--- config.mk ---
export PLATFORM = sky130hd
export DESIGN_NAME = phase_dma_engine
export DESIGN_NICKNAME = d
export VERILOG_FILES = /design/src/rtl/dma_eng_pkg.sv /design/src/rtl/dma_phase_gate.sv /design/src/rtl/dma_cnt_addr.sv /design/src/rtl/dma_seq.sv /design/src/rtl/phase_dma_engine.sv
export SDC_FILE = /design/constraint.sdc
export NUM_CORES = 1
export LEC_CHECK = 0
export BUFFER_PORTS_ARGS = -buffer_cell sky130_fd_sc_hd__clkbuf_2
export CORE_AREA = 2 2 91 93
export CTS_CLUSTER_SIZE = 12
export DETAILED_ROUTE_END_ITERATION = 6
export DIE_AREA = 0 0 93 95
export PLACE_DENSITY_LB_ADDON = 0.15
export SLEW_MARGIN = 20
export SYNTH_ARGS = -nofsm -noshare
export SYNTH_HDL_FRONTEND = slang
export SYNTH_SLANG_ARGS = --single-unit
--- constraint.sdc ---
create_clock -name clk -period 2.66 [get_ports clk]
set_input_delay 0.532 -clock clk [delete_from_list [all_inputs] [get_ports clk]]
set_output_delay 0.532 -clock clk [all_outputs]
set_load 0.01 [all_outputs]
--- src/rtl/dma_eng_pkg.sv ---
package dma_eng_pkg;

  // Sequencer states, one per step of a byte move
  typedef enum logic [2:0] {
    ST_IDLE     = 3'd0,
    ST_CHECK    = 3'd1,
    ST_MEM_RD   = 3'd2,
    ST_REQ_WAIT = 3'd3,
    ST_REQ_REL  = 3'd4,
    ST_MEM_WR   = 3'd5,
    ST_STEP     = 3'd6,
    ST_DONE     = 3'd7
  } dma_state_e;

endpackage

--- src/rtl/dma_phase_gate.sv ---
module dma_phase_gate #(
  parameter int PHASE_W = 3
) (
  input  logic               clk,
  input  logic               rst,
  input  logic               capture,
  input  logic [PHASE_W-1:0] exp_in,
  input  logic [PHASE_W-1:0] bus_phase,
  output logic               phase_ok
);

  logic [PHASE_W-1:0] exp_q;

  // Expected phase is frozen for the whole run
  always_ff @(posedge clk) begin
    if (rst)
      exp_q <= '0;
    else if (capture)
      exp_q <= exp_in;
  end

  // Live comparison, evaluated by the sequencer before every byte
  assign phase_ok = (exp_q == bus_phase);

endmodule

--- src/rtl/dma_cnt_addr.sv ---
module dma_cnt_addr #(
  parameter int CNT_W  = 24,
  parameter int ADDR_W = 24
) (
  input  logic              clk,
  input  logic              rst,
  input  logic              load,
  input  logic [CNT_W-1:0]  cnt_in,
  input  logic [ADDR_W-1:0] addr_in,
  input  logic              step,
  output logic [CNT_W-1:0]  cnt_q,
  output logic [ADDR_W-1:0] addr_q,
  output logic              cnt_zero_q,
  output logic              cnt_one
);

  localparam logic [CNT_W-1:0]  CNT_ONE  = CNT_W'(1);
  localparam logic [ADDR_W-1:0] ADDR_ONE = ADDR_W'(1);

  logic [CNT_W-1:0] cnt_n;

  always_comb begin
    cnt_n = cnt_q;
    if (load)
      cnt_n = cnt_in;
    else if (step)
      cnt_n = cnt_q - CNT_ONE;
  end

  always_ff @(posedge clk) begin
    if (rst) begin
      cnt_q      <= '0;
      addr_q     <= '0;
      cnt_zero_q <= 1'b1;
    end else begin
      cnt_q      <= cnt_n;
      cnt_zero_q <= (cnt_n == '0);
      if (load)
        addr_q <= addr_in;
      else if (step)
        addr_q <= addr_q + ADDR_ONE;
    end
  end

  assign cnt_one = (cnt_q == CNT_ONE);

  // one byte step moves count and address by exactly one
  p_step_math_r2: assert property (@(posedge clk) disable iff (rst)
    (step && !load) |=> (cnt_q == $past(cnt_q) - CNT_ONE) && (addr_q == $past(addr_q) + ADDR_ONE));

  // the sequencer never steps an exhausted count
  p_step_nonzero_r2: assert property (@(posedge clk) disable iff (rst)
    step |-> (cnt_q != '0));

  // registered zero flag tracks the count register
  p_zero_flag_r5: assert property (@(posedge clk) disable iff (rst)
    cnt_zero_q == (cnt_q == '0));

endmodule

--- src/rtl/dma_seq.sv ---
module dma_seq
  import dma_eng_pkg::*;
(
  input  logic clk,
  input  logic rst,
  input  logic start,
  input  logic to_scsi_in,
  input  logic cnt_zero,
  input  logic cnt_one,
  input  logic phase_ok,
  input  logic mem_ack,
  input  logic scsi_req,
  output logic busy,
  output logic done,
  output logic mem_req,
  output logic mem_we,
  output logic scsi_ack,
  output logic step,
  output logic grab_mem,
  output logic grab_scsi,
  output logic dir_q
);

  dma_state_e st, st_n;

  always_comb begin
    st_n = st;
    case (st)
      ST_IDLE:     if (start) st_n = cnt_zero ? ST_DONE : ST_CHECK;
      ST_CHECK:    if (!phase_ok) st_n = ST_DONE;
                   else           st_n = dir_q ? ST_MEM_RD : ST_REQ_WAIT;
      ST_MEM_RD:   if (mem_ack) st_n = ST_REQ_WAIT;
      ST_REQ_WAIT: if (scsi_req) st_n = ST_REQ_REL;
      ST_REQ_REL:  if (!scsi_req) st_n = dir_q ? ST_STEP : ST_MEM_WR;
      ST_MEM_WR:   if (mem_ack) st_n = ST_STEP;
      ST_STEP:     st_n = cnt_one ? ST_DONE : ST_CHECK;
      ST_DONE:     st_n = ST_IDLE;
      default:     st_n = ST_IDLE;
    endcase
  end

  // State and registered port-facing outputs
  always_ff @(posedge clk) begin
    if (rst) begin
      st       <= ST_IDLE;
      dir_q    <= 1'b0;
      busy     <= 1'b0;
      done     <= 1'b0;
      mem_req  <= 1'b0;
      mem_we   <= 1'b0;
      scsi_ack <= 1'b0;
    end else begin
      st       <= st_n;
      if (st == ST_IDLE && start)
        dir_q <= to_scsi_in;
      busy     <= (st_n != ST_IDLE);
      done     <= (st_n == ST_DONE);
      mem_req  <= (st_n == ST_MEM_RD) || (st_n == ST_MEM_WR);
      mem_we   <= (st_n == ST_MEM_WR);
      scsi_ack <= (st_n == ST_REQ_REL);
    end
  end

  assign step      = (st == ST_STEP);
  assign grab_mem  = (st == ST_MEM_RD) && mem_ack;
  assign grab_scsi = (st == ST_REQ_WAIT) && scsi_req && !dir_q;

  // a phase mismatch ends the run without touching either bus
  p_abort_clean_r3: assert property (@(posedge clk) disable iff (rst)
    (st == ST_CHECK && !phase_ok) |=> (done && !mem_req && !scsi_ack));

  // done lasts one cycle and the engine is idle right after
  p_done_pulse_r4: assert property (@(posedge clk) disable iff (rst)
    done |=> (!done && !busy));

  // zero-count start skips every bus cycle
  p_zero_start_r6: assert property (@(posedge clk) disable iff (rst)
    (st == ST_IDLE && start && cnt_zero) |=> (done && !mem_req && !scsi_ack));

  // direction is frozen while a run is active
  p_dir_hold_r7: assert property (@(posedge clk) disable iff (rst)
    (busy && !done) |=> $stable(dir_q));

  // ACK only rises in answer to REQ
  p_ack_after_req_r8: assert property (@(posedge clk) disable iff (rst)
    $rose(scsi_ack) |-> $past(scsi_req));

  // a memory request is held until acknowledged
  p_mem_hold_r8: assert property (@(posedge clk) disable iff (rst)
    (mem_req && !mem_ack) |=> mem_req);

endmodule

--- src/rtl/phase_dma_engine.sv ---
module phase_dma_engine #(
  parameter int CNT_W   = 24,
  parameter int ADDR_W  = 24,
  parameter int DATA_W  = 8,
  parameter int PHASE_W = 3
) (
  input  logic               clk,
  input  logic               rst,
  input  logic               setup_we,
  input  logic [CNT_W-1:0]   setup_count,
  input  logic [ADDR_W-1:0]  setup_addr,
  input  logic               ctl_we,
  input  logic               ctl_go,
  input  logic               ctl_to_scsi,
  input  logic [PHASE_W-1:0] exp_phase,
  input  logic [PHASE_W-1:0] bus_phase,
  output logic               mem_req,
  output logic               mem_we,
  output logic [ADDR_W-1:0]  mem_addr,
  output logic [DATA_W-1:0]  mem_wdata,
  input  logic [DATA_W-1:0]  mem_rdata,
  input  logic               mem_ack,
  input  logic               scsi_req,
  output logic               scsi_ack,
  input  logic [DATA_W-1:0]  scsi_din,
  output logic [DATA_W-1:0]  scsi_dout,
  output logic               busy,
  output logic               done,
  output logic               count_zero,
  output logic [CNT_W-1:0]   count_out
);

  logic start, load, step, cnt_one, phase_ok;
  logic grab_mem, grab_scsi, dir_q;
  logic [DATA_W-1:0] byte_q;

  // Strobes act only while idle
  assign start = ctl_we && ctl_go && !busy;
  assign load  = setup_we && !busy;

  dma_phase_gate #(.PHASE_W(PHASE_W)) u_phase (
    .clk       (clk),
    .rst       (rst),
    .capture   (start),
    .exp_in    (exp_phase),
    .bus_phase (bus_phase),
    .phase_ok  (phase_ok)
  );

  dma_cnt_addr #(.CNT_W(CNT_W), .ADDR_W(ADDR_W)) u_cnt (
    .clk        (clk),
    .rst        (rst),
    .load       (load),
    .cnt_in     (setup_count),
    .addr_in    (setup_addr),
    .step       (step),
    .cnt_q      (count_out),
    .addr_q     (mem_addr),
    .cnt_zero_q (count_zero),
    .cnt_one    (cnt_one)
  );

  dma_seq u_seq (
    .clk        (clk),
    .rst        (rst),
    .start      (start),
    .to_scsi_in (ctl_to_scsi),
    .cnt_zero   (count_zero),
    .cnt_one    (cnt_one),
    .phase_ok   (phase_ok),
    .mem_ack    (mem_ack),
    .scsi_req   (scsi_req),
    .busy       (busy),
    .done       (done),
    .mem_req    (mem_req),
    .mem_we     (mem_we),
    .scsi_ack   (scsi_ack),
    .step       (step),
    .grab_mem   (grab_mem),
    .grab_scsi  (grab_scsi),
    .dir_q      (dir_q)
  );

  // Single byte holding register shared by both directions
  always_ff @(posedge clk) begin
    if (rst)
      byte_q <= '0;
    else if (grab_mem)
      byte_q <= mem_rdata;
    else if (grab_scsi)
      byte_q <= scsi_din;
  end

  assign scsi_dout = byte_q;
  assign mem_wdata = byte_q;

  // an accepted start raises busy on the next cycle
  p_start_busy_r1: assert property (@(posedge clk) disable iff (rst)
    (ctl_we && ctl_go && !busy) |=> busy);

  // setup strobes during a run leave the address alone unless a byte steps
  p_setup_ignored_r7: assert property (@(posedge clk) disable iff (rst)
    (busy && setup_we && !step) |=> $stable(mem_addr));

endmodule

==> results of run 1 <==
[kinds of logic after synthesis]
group / after synthesis
fa+ha+maj: 3
simple gates: 203
compound gates: 80
buf+inv: 43
xor+xnor: 37
mux: 18
flops: 69
[registers in the layout, summed over array words and instances, names as in the netlist]
name and cells:
u_cnt.addr_q 24, u_seq.mem_req 1, u_phase.exp_q 3, u_cnt.cnt_zero_q 1, u_cnt.cnt_q 24, u_seq.mem_we 1, u_seq.dir_q 1, u_seq.st 3
u_seq.done 1, mem_wdata 8, u_seq.busy 1, u_seq.scsi_ack 1
[worst max-delay path, cell delays in order (launching register included)]
cell and delay (ns):
dfxtp_1 0.51, and3b_2 0.30, buf_4 0.19, nand3_2 0.15
or4_1 0.46, xor2_1 0.17, nand4_1 0.09, o21ai_0 0.16
a41o_1 0.27
[Yosys cell counts, types with 3 or more instances]
cell      count  area (µm²)
nand2_1      20       75.07
or3_1        14       87.58
nor3_1       16       80.08
ha_1          3       37.54
nand3_1       8       40.04
a211oi_1     32       240.2
or4_1         3       22.52
nor3b_1       5       37.54
xor2_1       19       166.4
buf_2         4       20.02
a311oi_1     14       122.6
buf_1         4       15.01
nor2_1       76       285.3
nor4_2        3       37.54
nand4_1      10       62.56
mux2i_1      18       180.2
a21oi_1       7       35.03
clkbuf_1     18       67.56
o21ai_0      14       70.07
nand3b_1      5       37.54
xnor2_1      18       157.7
dfxtp_1      69        1381
inv_1         9       33.78
and3_1        5       31.28
nand4b_1      4       35.03
buf_4         8       60.06
nor2b_1      10       62.56
nor4_1        6       37.54
[metrics by stage]
step           hold slack (ns)  instance area (µm²)  setup slack [ns]
2_1_floorplan           0.4853                 3776            0.3884
3_3_place_gp            0.4977                 4598            0.3545
3_5_place_dp            0.5212                 4598            0.2788
4_1_cts                 0.4231                 4791            0.2422
5_1_grt                 0.4259                 4798           0.01393
6_report                0.4391                 4798            0.2555
[area by class of cell]
| type | count | area [µm²] | area share, % |
|---|---|---|---|
| Clock buffer | 12 | 145.1 | 3.025 |
| Clock inverter | 4 | 47.55 | 0.9909 |
| Inverter | 9 | 33.78 | 0.7040 |
| Multi-Input combinational cell | 341 | 2213 | 46.13 |
| Sequential cell | 69 | 1381 | 28.79 |
| Tap cell | 105 | 131.4 | 2.738 |
| Timing Repair Buffer | 160 | 845.8 | 17.63 |
[where the power goes]
| part | total [µW] | switching (µW) | internal (µW) |
|---|---|---|---|
| sequential | 1560 | 288 | 1270 |
| clock | 852 | 396 | 457 |
| combinational | 1570 | 869 | 700 |
| total | 3980 | 1550 | 2420 |
[how the worst min path moves through the flow]
stage / startpoint / endpoint / slack, ns / cells past startpoint
2_1_floorplan: u_phase.exp_q[0]$_SDFFE_PP0P_ / u_phase.exp_q[0]$_SDFFE_PP0P_ / 0.49 / 2
3_3_place_gp: u_phase.exp_q[0]$_SDFFE_PP0P_ / u_phase.exp_q[0]$_SDFFE_PP0P_ / 0.50 / 2
3_5_place_dp: u_cnt.addr_q[13]$_SDFFE_PP0P_ / u_cnt.addr_q[13]$_SDFFE_PP0P_ / 0.52 / 2
4_1_cts: exp_phase[1] / u_phase.exp_q[1]$_SDFFE_PP0P_ / 0.42 / 3
5_1_grt: exp_phase[0] / u_phase.exp_q[0]$_SDFFE_PP0P_ / 0.43 / 3
6_report: ctl_to_scsi / u_seq.dir_q$_SDFFE_PP0P_ / 0.44 / 3
[layer usage]
layer | track usage, % | vias up | wire length (µm)
li1 | - | 1919 | -
met1 | 31.87 | 1735 | 4685
met2 | 35.27 | 159 | 4594
met3 | 5.347 | 19 | 764
met4 | 10.54 | 0 | 178
met5 | 0 | - | 0
==> impl_metrics.tcl, run 1 <==
set metrics [dict create \
    status "completed" \
    rsz0062_at_grt "no" \
    cts_tree "built" \
    power.total_uw 3976 \
    layout_commonest_cell "clkbuf_2" \
    grt_pass1_wl_um 16550 \
    area_growth_pct 27.07 \
    r2r-end "u_cnt.cnt_zero_q$_SDFF_PP1_" \
    max_clock_freq_mhz 415.9 \
    max_slew_margin_pct 54.73 \
    grt_overflow 0 \
    synth_cell_type_count 52 \
    dp_cells 684 \
    dp_hpwl_um 7560 \
    netlist_area_mm2 0.003776 \
    totalWireLength_um 10220 \
    clockBufferDepth 2 \
    drv_cap 0 \
    synth_edf_count 0 \
    fin_skew_ns 0.007191 \
    clock_latency_ns 0.34 \
    initial_core_util_pct 47.63 \
    drive_gt1_share_pct 31.09 \
    tns_ns 0 \
    setup_violations 0 \
    post-route-period-util_pct 90.40 \
    drv_slew 0 \
    r2r-start "u_seq.st[1]$_SDFF_PP0_" \
    powerDensity_mw_per_mm2 828.6 \
    io_buffers 147 \
    path_class "reg2reg" \
    cts_inserted_buffers 9 \
    start_kind "flip-flop" \
    finalNetCount 671 \
    r2r_cells 8 \
    synthCells 453 \
    cp_data_required_time_ns 2.89 \
    cts_resized 0 \
    firstDrtPassIters 4 \
    hold_viol 0 \
    cts.sink_count 69 \
    async_reset_ff_share_pct 0 \
    tightest_slew_ns 0.6790 \
    synth.area.mux_share_pct 4.771 \
    synth_seq_area_share_pct 36.58 \
    ctsHoldBuffers 0 \
    worstHoldPathType "in2reg" \
    syn_avg_cell_area_um2 8.336 \
    synth_ff_type "dfxtp_1" \
    finalCriticalPeriod_ns 2.405 \
    synth_top_family_by_area "simple AND/OR/NAND/NOR gates" \
    synth_xor_area_share_pct 8.582 \
    die_area_mm2 0.008835 \
    antenna_found_initial 0 \
    rows 33 \
    drtIter0Drc 172 \
    synth_nets 534 \
    arrival_ns 2.64 \
    synthAdderAreaFrac_pct 0.9940 \
    crit_fanout 11 \
    via_per_inst 5.474 \
    clk_pin_slew_ns 0.07 \
    root_buffer "clkbuf_8" \
    diodes 0 \
    synth_compound_area_share_pct 15.28 \
    cts_setup_buffers 0 \
    h-tree-depth 3 \
    final_cells 700 \
    mostFrequentLayoutCells "147 x clkbuf_2, 76 x nor2_1, 69 x dfxtp_1, 32 x a211oi_1, 20 x nand2_1" \
    yosys_warnings 0 \
    grt_max_degree 41 \
    core_area_mm2 0.007928 \
    grt_pass1_vias 3507 \
    synthSimpleGateAreaFrac_pct 28.60 \
    synth-seq-cells 69 \
    io_pins 148 \
    wl_per_cell_um 14.60 \
    rrSetupSlack_ns 0.26 \
    n_fill_cell 752 \
    gp_congestion 0.9314 \
    die_w_um 93 \
    crit_start "u_seq.st[1]$_SDFF_PP0_" \
    endpoint_kind "flip-flop" \
    critPathCapture "u_cnt.cnt_zero_q$_SDFF_PP1_" \
    ant_nets 0 \
    die_y_um 95 \
    fin_util_pct 60.53 \
    vias 3832 \
    track_usage_pct 23.37 \
    ir_worst_vdd_v 0.0003483 \
    p_leak_uw 0.002057 \
    post-route-drc-count 0 \
]
Note: power is estimated with default switching activity, not from simulation.
==> run 2: changes to the inputs <==
--- a/config.mk
+++ b/config.mk
@@ -6,11 +6,11 @@
 export NUM_CORES = 1
 export LEC_CHECK = 0
 export BUFFER_PORTS_ARGS = -buffer_cell sky130_fd_sc_hd__clkbuf_2
-export CORE_AREA = 2 2 91 93
+export CORE_AREA = 8 8 97 99
 export CTS_CLUSTER_SIZE = 12
 export DETAILED_ROUTE_END_ITERATION = 6
-export DIE_AREA = 0 0 93 95
-export PLACE_DENSITY_LB_ADDON = 0.15
+export DIE_AREA = 0 0 105 107
+export PLACE_DENSITY = 0.84
 export SLEW_MARGIN = 20
 export SYNTH_ARGS = -nofsm -noshare
 export SYNTH_HDL_FRONTEND = slang
==> impl_metrics.tcl, run 2 (same netlist as run 1, synthesis figures left out) <==
set metrics [dict create \
    vias 3894 \
    core_area_mm2 0.007928 \
    start_kind "flip-flop" \
    netSwitchingPower_uw 1590 \
    cts_tree "built" \
    rsz0062_at_grt "no" \
    drtIter0Drc 309 \
    final_area_mm2 0.004860 \
    finalNetCount 672 \
    p_leak_uw 0.002084 \
    h-tree-depth 3 \
    clockBufferDepth 2 \
    clock_latency_ns 0.34 \
    grt_pass1_wl_um 18640 \
    layout_commonest_cell "clkbuf_2" \
    n_fill_cell 700 \
    power.total_uw 4201 \
    io_pins 148 \
    arrival_ns 2.74 \
    root_buffer "clkbuf_8" \
    drv_cap 0 \
    totalWireLength_um 11460 \
    grt_pass1_vias 3966 \
    seqPwrFrac_pct 36.0 \
    max_clock_freq_mhz 405.7 \
    track_usage_pct 19.82 \
    tns_ns 0 \
    firstDrtPassIters 5 \
    io_buffers 147 \
    worstHoldPathType "in2reg" \
    power.share.switching_pct 37.84 \
    clockPowerShare_pct 24.3 \
    ir_worst_vdd_v 0.0003695 \
    die_area_mm2 0.01124 \
    rows 33 \
    cp_data_required_time_ns 2.94 \
    antenna_found_initial 0 \
    gp_congestion 0.9201 \
    dpl_cell_area_mm2 0.004613 \
    clk_pin_slew_ns 0.07 \
    endpoint_kind "flip-flop" \
    max_slew_margin_pct 52.71 \
    cts.sink_count 69 \
    drv_slew 0 \
    powerDensity_mw_per_mm2 864.5 \
    diodes 0 \
    crit_fanout 6 \
    p_comb_share_pct 39.7 \
    setup_violations 0 \
    finalCriticalPeriod_ns 2.465 \
    path_class "reg2reg" \
    die_w_um 105 \
    drive_gt1_share_pct 31.38 \
    dp_hpwl_um 8823 \
    status "completed" \
    post-route-drc-count 0 \
    cts_inserted_buffers 9 \
    rrSetupSlack_ns 0.20 \
    wl_per_cell_um 16.34 \
    multi_input_area_mm2 0.002208 \
    tightest_slew_ns 0.7093 \
    ant_nets 0 \
    via_per_inst 5.555 \
    initial_core_util_pct 47.63 \
    grt_max_degree 52 \
    die_y_um 107 \
    area_growth_pct 28.69 \
    fin_skew_ns 0.01055 \
    mostFrequentLayoutCells "147 x clkbuf_2, 76 x nor2_1, 69 x dfxtp_1, 32 x a211oi_1, 20 x nand2_1" \
    internal_power_uw 2611 \
    post-route-period-util_pct 92.66 \
    hold_viol 0 \
    grt_overflow 0 \
    seq_area_mm2 0.001381 \
]
-- run 2: cell count changes in the layout (fill, tap and decap cells not counted), sizes merged --
cell | before | now
bufinv | 1 | 3
clkbuf | 159 | 157
buf | 13 | 14
-- run 2: worst max-delay path, stage by stage (launching register included) --
cell	delay [ns]
dfxtp_1	0.37
inv_1	0.11
ha_1	0.20
or3b_1	0.44
nor3_1	0.41
nand3_1	0.15
xor2_1	0.15
a21oi_1	0.10
nor4_1	0.28
a41o_1	0.20
-- run 2: per-stage QoR --
step / hold slack, ns / util (%) / setup WS, ns / cells
final: 0.4400 / 61.30 / 0.1952 / 701
after global routing: 0.4500 / 61.30 / 0.006377 / 701
after CTS: 0.4224 / 61.21 / 0.2035 / 701
after detailed placement: 0.5136 / 58.19 / 0.2594 / 685
after global placement: 0.5011 / 58.19 / 0.3540 / 685
after floorplan: 0.4853 / - / 0.3884 / 453
-- run 2: final cells by class --
class / count / area share [%]
multi-input cells: 341 / 45.44
flip-flops and latches: 69 / 28.42
repair buffers: 161 / 17.82
well taps: 105 / 2.703
clock buffers: 10 / 2.626
clock inverters: 6 / 2.291
inverters: 9 / 0.6952
-- run 2: repair_timing --
item,CTS,global route
setup buffers,0,0
gates resized for setup,0,1
hold buffers,0,0
endpoints found under the hold margin,0,0
endpoints found under the setup margin,0,1
-- run 2: power groups by stage --
stage | clock [µW] | sequential (µW) | combinational, µW
after floorplan | 0 | 1590 | 981
after global placement | 0 | 1510 | 1610
after detailed placement | 0 | 1530 | 1650
after CTS | 1050 | 1510 | 1660
after global routing | 1090 | 1550 | 1840
final | 1020 | 1510 | 1670
-- run 2: metal layers --
layer	routed length, µm	share of wire (%)	global-route usage [%]
met1	4838	42	23.30
met2	5338	47	32.26
met3	1100	9.6	7.618
met4	180	1.6	7.136
met5	0	0	0
-- run 2: path summary, 6_finish.rpt --
kind / from / endpoint / cells after the start
max reg2reg: u_cnt.cnt_q[1]$_SDFF_PP0_ / u_cnt.cnt_zero_q$_SDFF_PP1_ / 9
min: ctl_to_scsi / u_seq.dir_q$_SDFFE_PP0P_ / 3
max: u_cnt.cnt_q[1]$_SDFF_PP0_ / u_cnt.cnt_zero_q$_SDFF_PP1_ / 9
min reg2reg: u_cnt.addr_q[15]$_SDFFE_PP0P_ / u_cnt.addr_q[15]$_SDFFE_PP0P_ / 2
==> run 3: changes to the inputs <==
==> constraint.sdc (replaced) <==
create_clock -name clk -period 2.3 [get_ports clk]
set_input_delay 0.46 -clock clk [delete_from_list [all_inputs] [get_ports clk]]
set_output_delay 0.46 -clock clk [all_outputs]
set_load 0.01 [all_outputs]
==> impl_metrics.tcl, run 3 (same netlist as run 1, synthesis figures left out) <==
set metrics [dict create \
    track_usage_pct 20.83 \
    cts_tree "built" \
    io_buffers 147 \
    cts.sink_count 69 \
    layout_commonest_cell "clkbuf_2" \
    internal_power_uw 3104 \
    gp_congestion 0.9132 \
    ir_worst_vdd_v 0.0004202 \
    dp_hpwl_um 9101 \
    h-tree-depth 3 \
    clockBufferDepth 2 \
    core_area_mm2 0.007928 \
    diodes 0 \
    drv_slew 0 \
    ctsHoldBuffers 0 \
    grt_pass1_wl_um 19460 \
    multi_input_area_mm2 0.002312 \
    endpoint_kind "flip-flop" \
    clk_pin_slew_ns 0.07 \
    cp_data_required_time_ns 2.54 \
    ant_nets 0 \
    die_y_um 107 \
    grt_pass1_vias 3993 \
    final_cells 720 \
    p_leak_uw 0.002187 \
    finalNetCount 691 \
    max_slew_margin_pct 61.18 \
    power.share.switching_pct 38.30 \
    firstDrtPassIters 5 \
    n_fill_cell 676 \
    drtIter0Drc 283 \
    status "complete, but fails checks" \
    tightest_slew_ns 0.5823 \
    rows 33 \
    drive_gt1_share_pct 36.59 \
    max_clock_freq_mhz 421.6 \
    wl_per_cell_um 16.84 \
    rsz0062_at_grt "yes" \
    clockPowerShare_pct 22.3 \
    grt_max_degree 41 \
    arrival_ns 2.61 \
    area_growth_pct 34.26 \
    powerDensity_mw_per_mm2 992.5 \
    antenna_found_initial 0 \
    p_comb_share_pct 42.6 \
    mostFrequentLayoutCells "147 x clkbuf_2, 75 x nor2_1, 67 x dfxtp_1, 33 x buf_4, 32 x a211oi_1" \
    hold_viol 0 \
    initial_core_util_pct 47.63 \
    clock_latency_ns 0.35 \
    setup_violations 1 \
    die_w_um 105 \
    finalCriticalPeriod_ns 2.372 \
    layout_setup_ws_ns -0.07183 \
    fin_skew_ns 0.005577 \
    via_per_inst 5.658 \
    worstHoldPathType "in2reg" \
    failed_checks "setup timing" \
    fin_util_pct 63.95 \
    dp_cells 701 \
    drv_cap 0 \
    seq_area_mm2 0.001384 \
    path_class "reg2reg" \
    cts_inserted_buffers 9 \
    totalWireLength_um 12120 \
    die_area_mm2 0.01124 \
    crit_fanout 5 \
    vias 4074 \
    post-route-drc-count 0 \
    netSwitchingPower_uw 1927 \
    root_buffer "clkbuf_8" \
    io_pins 148 \
    seqPwrFrac_pct 35.1 \
    start_kind "flip-flop" \
    grt_overflow 0 \
    post-route-period-util_pct 103.1 \
]
run 3: power groups by stage:
stage / registers, µW / clock network [µW] / logic, µW
after detailed placement: 1760 / 0 / 1990
after CTS: 1740 / 1140 / 2030
after global routing: 1800 / 1210 / 2350
after global placement: 1740 / 0 / 1950
final: 1770 / 1120 / 2140
after floorplan: 1840 / 0 / 1130
run 3: timing repair:
action                     CTS  global route
resized for setup            4            20
buffers inserted             1             2
setup endpoints to repair    2             5
pin swaps                    2             6
run 3: cell type report:
| cell class | instances | area share (%) |
|---|---|---|
| clock buffer | 12 | 3.060 |
| clock inverter | 4 | 1.382 |
| timing repair buffer | 180 | 19.40 |
| multi-input combinational | 341 | 45.61 |
| sequential | 69 | 27.30 |
| tap | 105 | 2.591 |
| inverter | 9 | 0.6663 |
run 3: path summary, 6_finish.rpt:
| kind | slack (ns) | endpoint | cells after the start | from |
|---|---|---|---|---|
| max | -0.07 | u_cnt.cnt_zero_q$_SDFF_PP1_ | 9 | u_cnt.cnt_q[0]$_SDFF_PP0_ |
| min reg2reg | 0.53 | u_phase.exp_q[1]$_SDFFE_PP0P_ | 2 | u_phase.exp_q[1]$_SDFFE_PP0P_ |
| max reg2reg | -0.07 | u_cnt.cnt_zero_q$_SDFF_PP1_ | 9 | u_cnt.cnt_q[0]$_SDFF_PP0_ |
| min | 0.35 | u_phase.exp_q[1]$_SDFFE_PP0P_ | 3 | exp_phase[1] |
run 3: metal layers:
metal	GRT usage (%)	part of all wire, %
met5	0	0
met4	7.339	2.3
met1	24.43	42
met2	34.30	46
met3	7.678	9.1
run 3: critical path, stage by stage (launching register included):
cell	delay [ns]
dfxtp_2	0.34
inv_2	0.08
ha_4	0.13
or3b_4	0.42
or3_4	0.40
nor3_4	0.19
xor2_1	0.19
mux2i_1	0.13
and3b_1	0.20
a41o_1	0.20
run 3: per-stage QoR:
| stage | TNS (ns) | power [µW] | setup slack [ns] | hold slack, ns | area (µm²) |
|---|---|---|---|---|---|
| floorplan | 0 | 2970 | 0.02843 | 0.4853 | 3776 |
| global placement | 0 | 3694 | 0.07951 | 0.4964 | 4708 |
| detailed placement | -0.1421 | 3751 | -0.1383 | 0.5160 | 4708 |
| CTS | 0 | 4913 | 0.02561 | 0.3416 | 4961 |
| global route | -0.1821 | 5356 | -0.1821 | 0.3508 | 5070 |
| finish | -0.07183 | 5032 | -0.07183 | 0.3453 | 5070 |
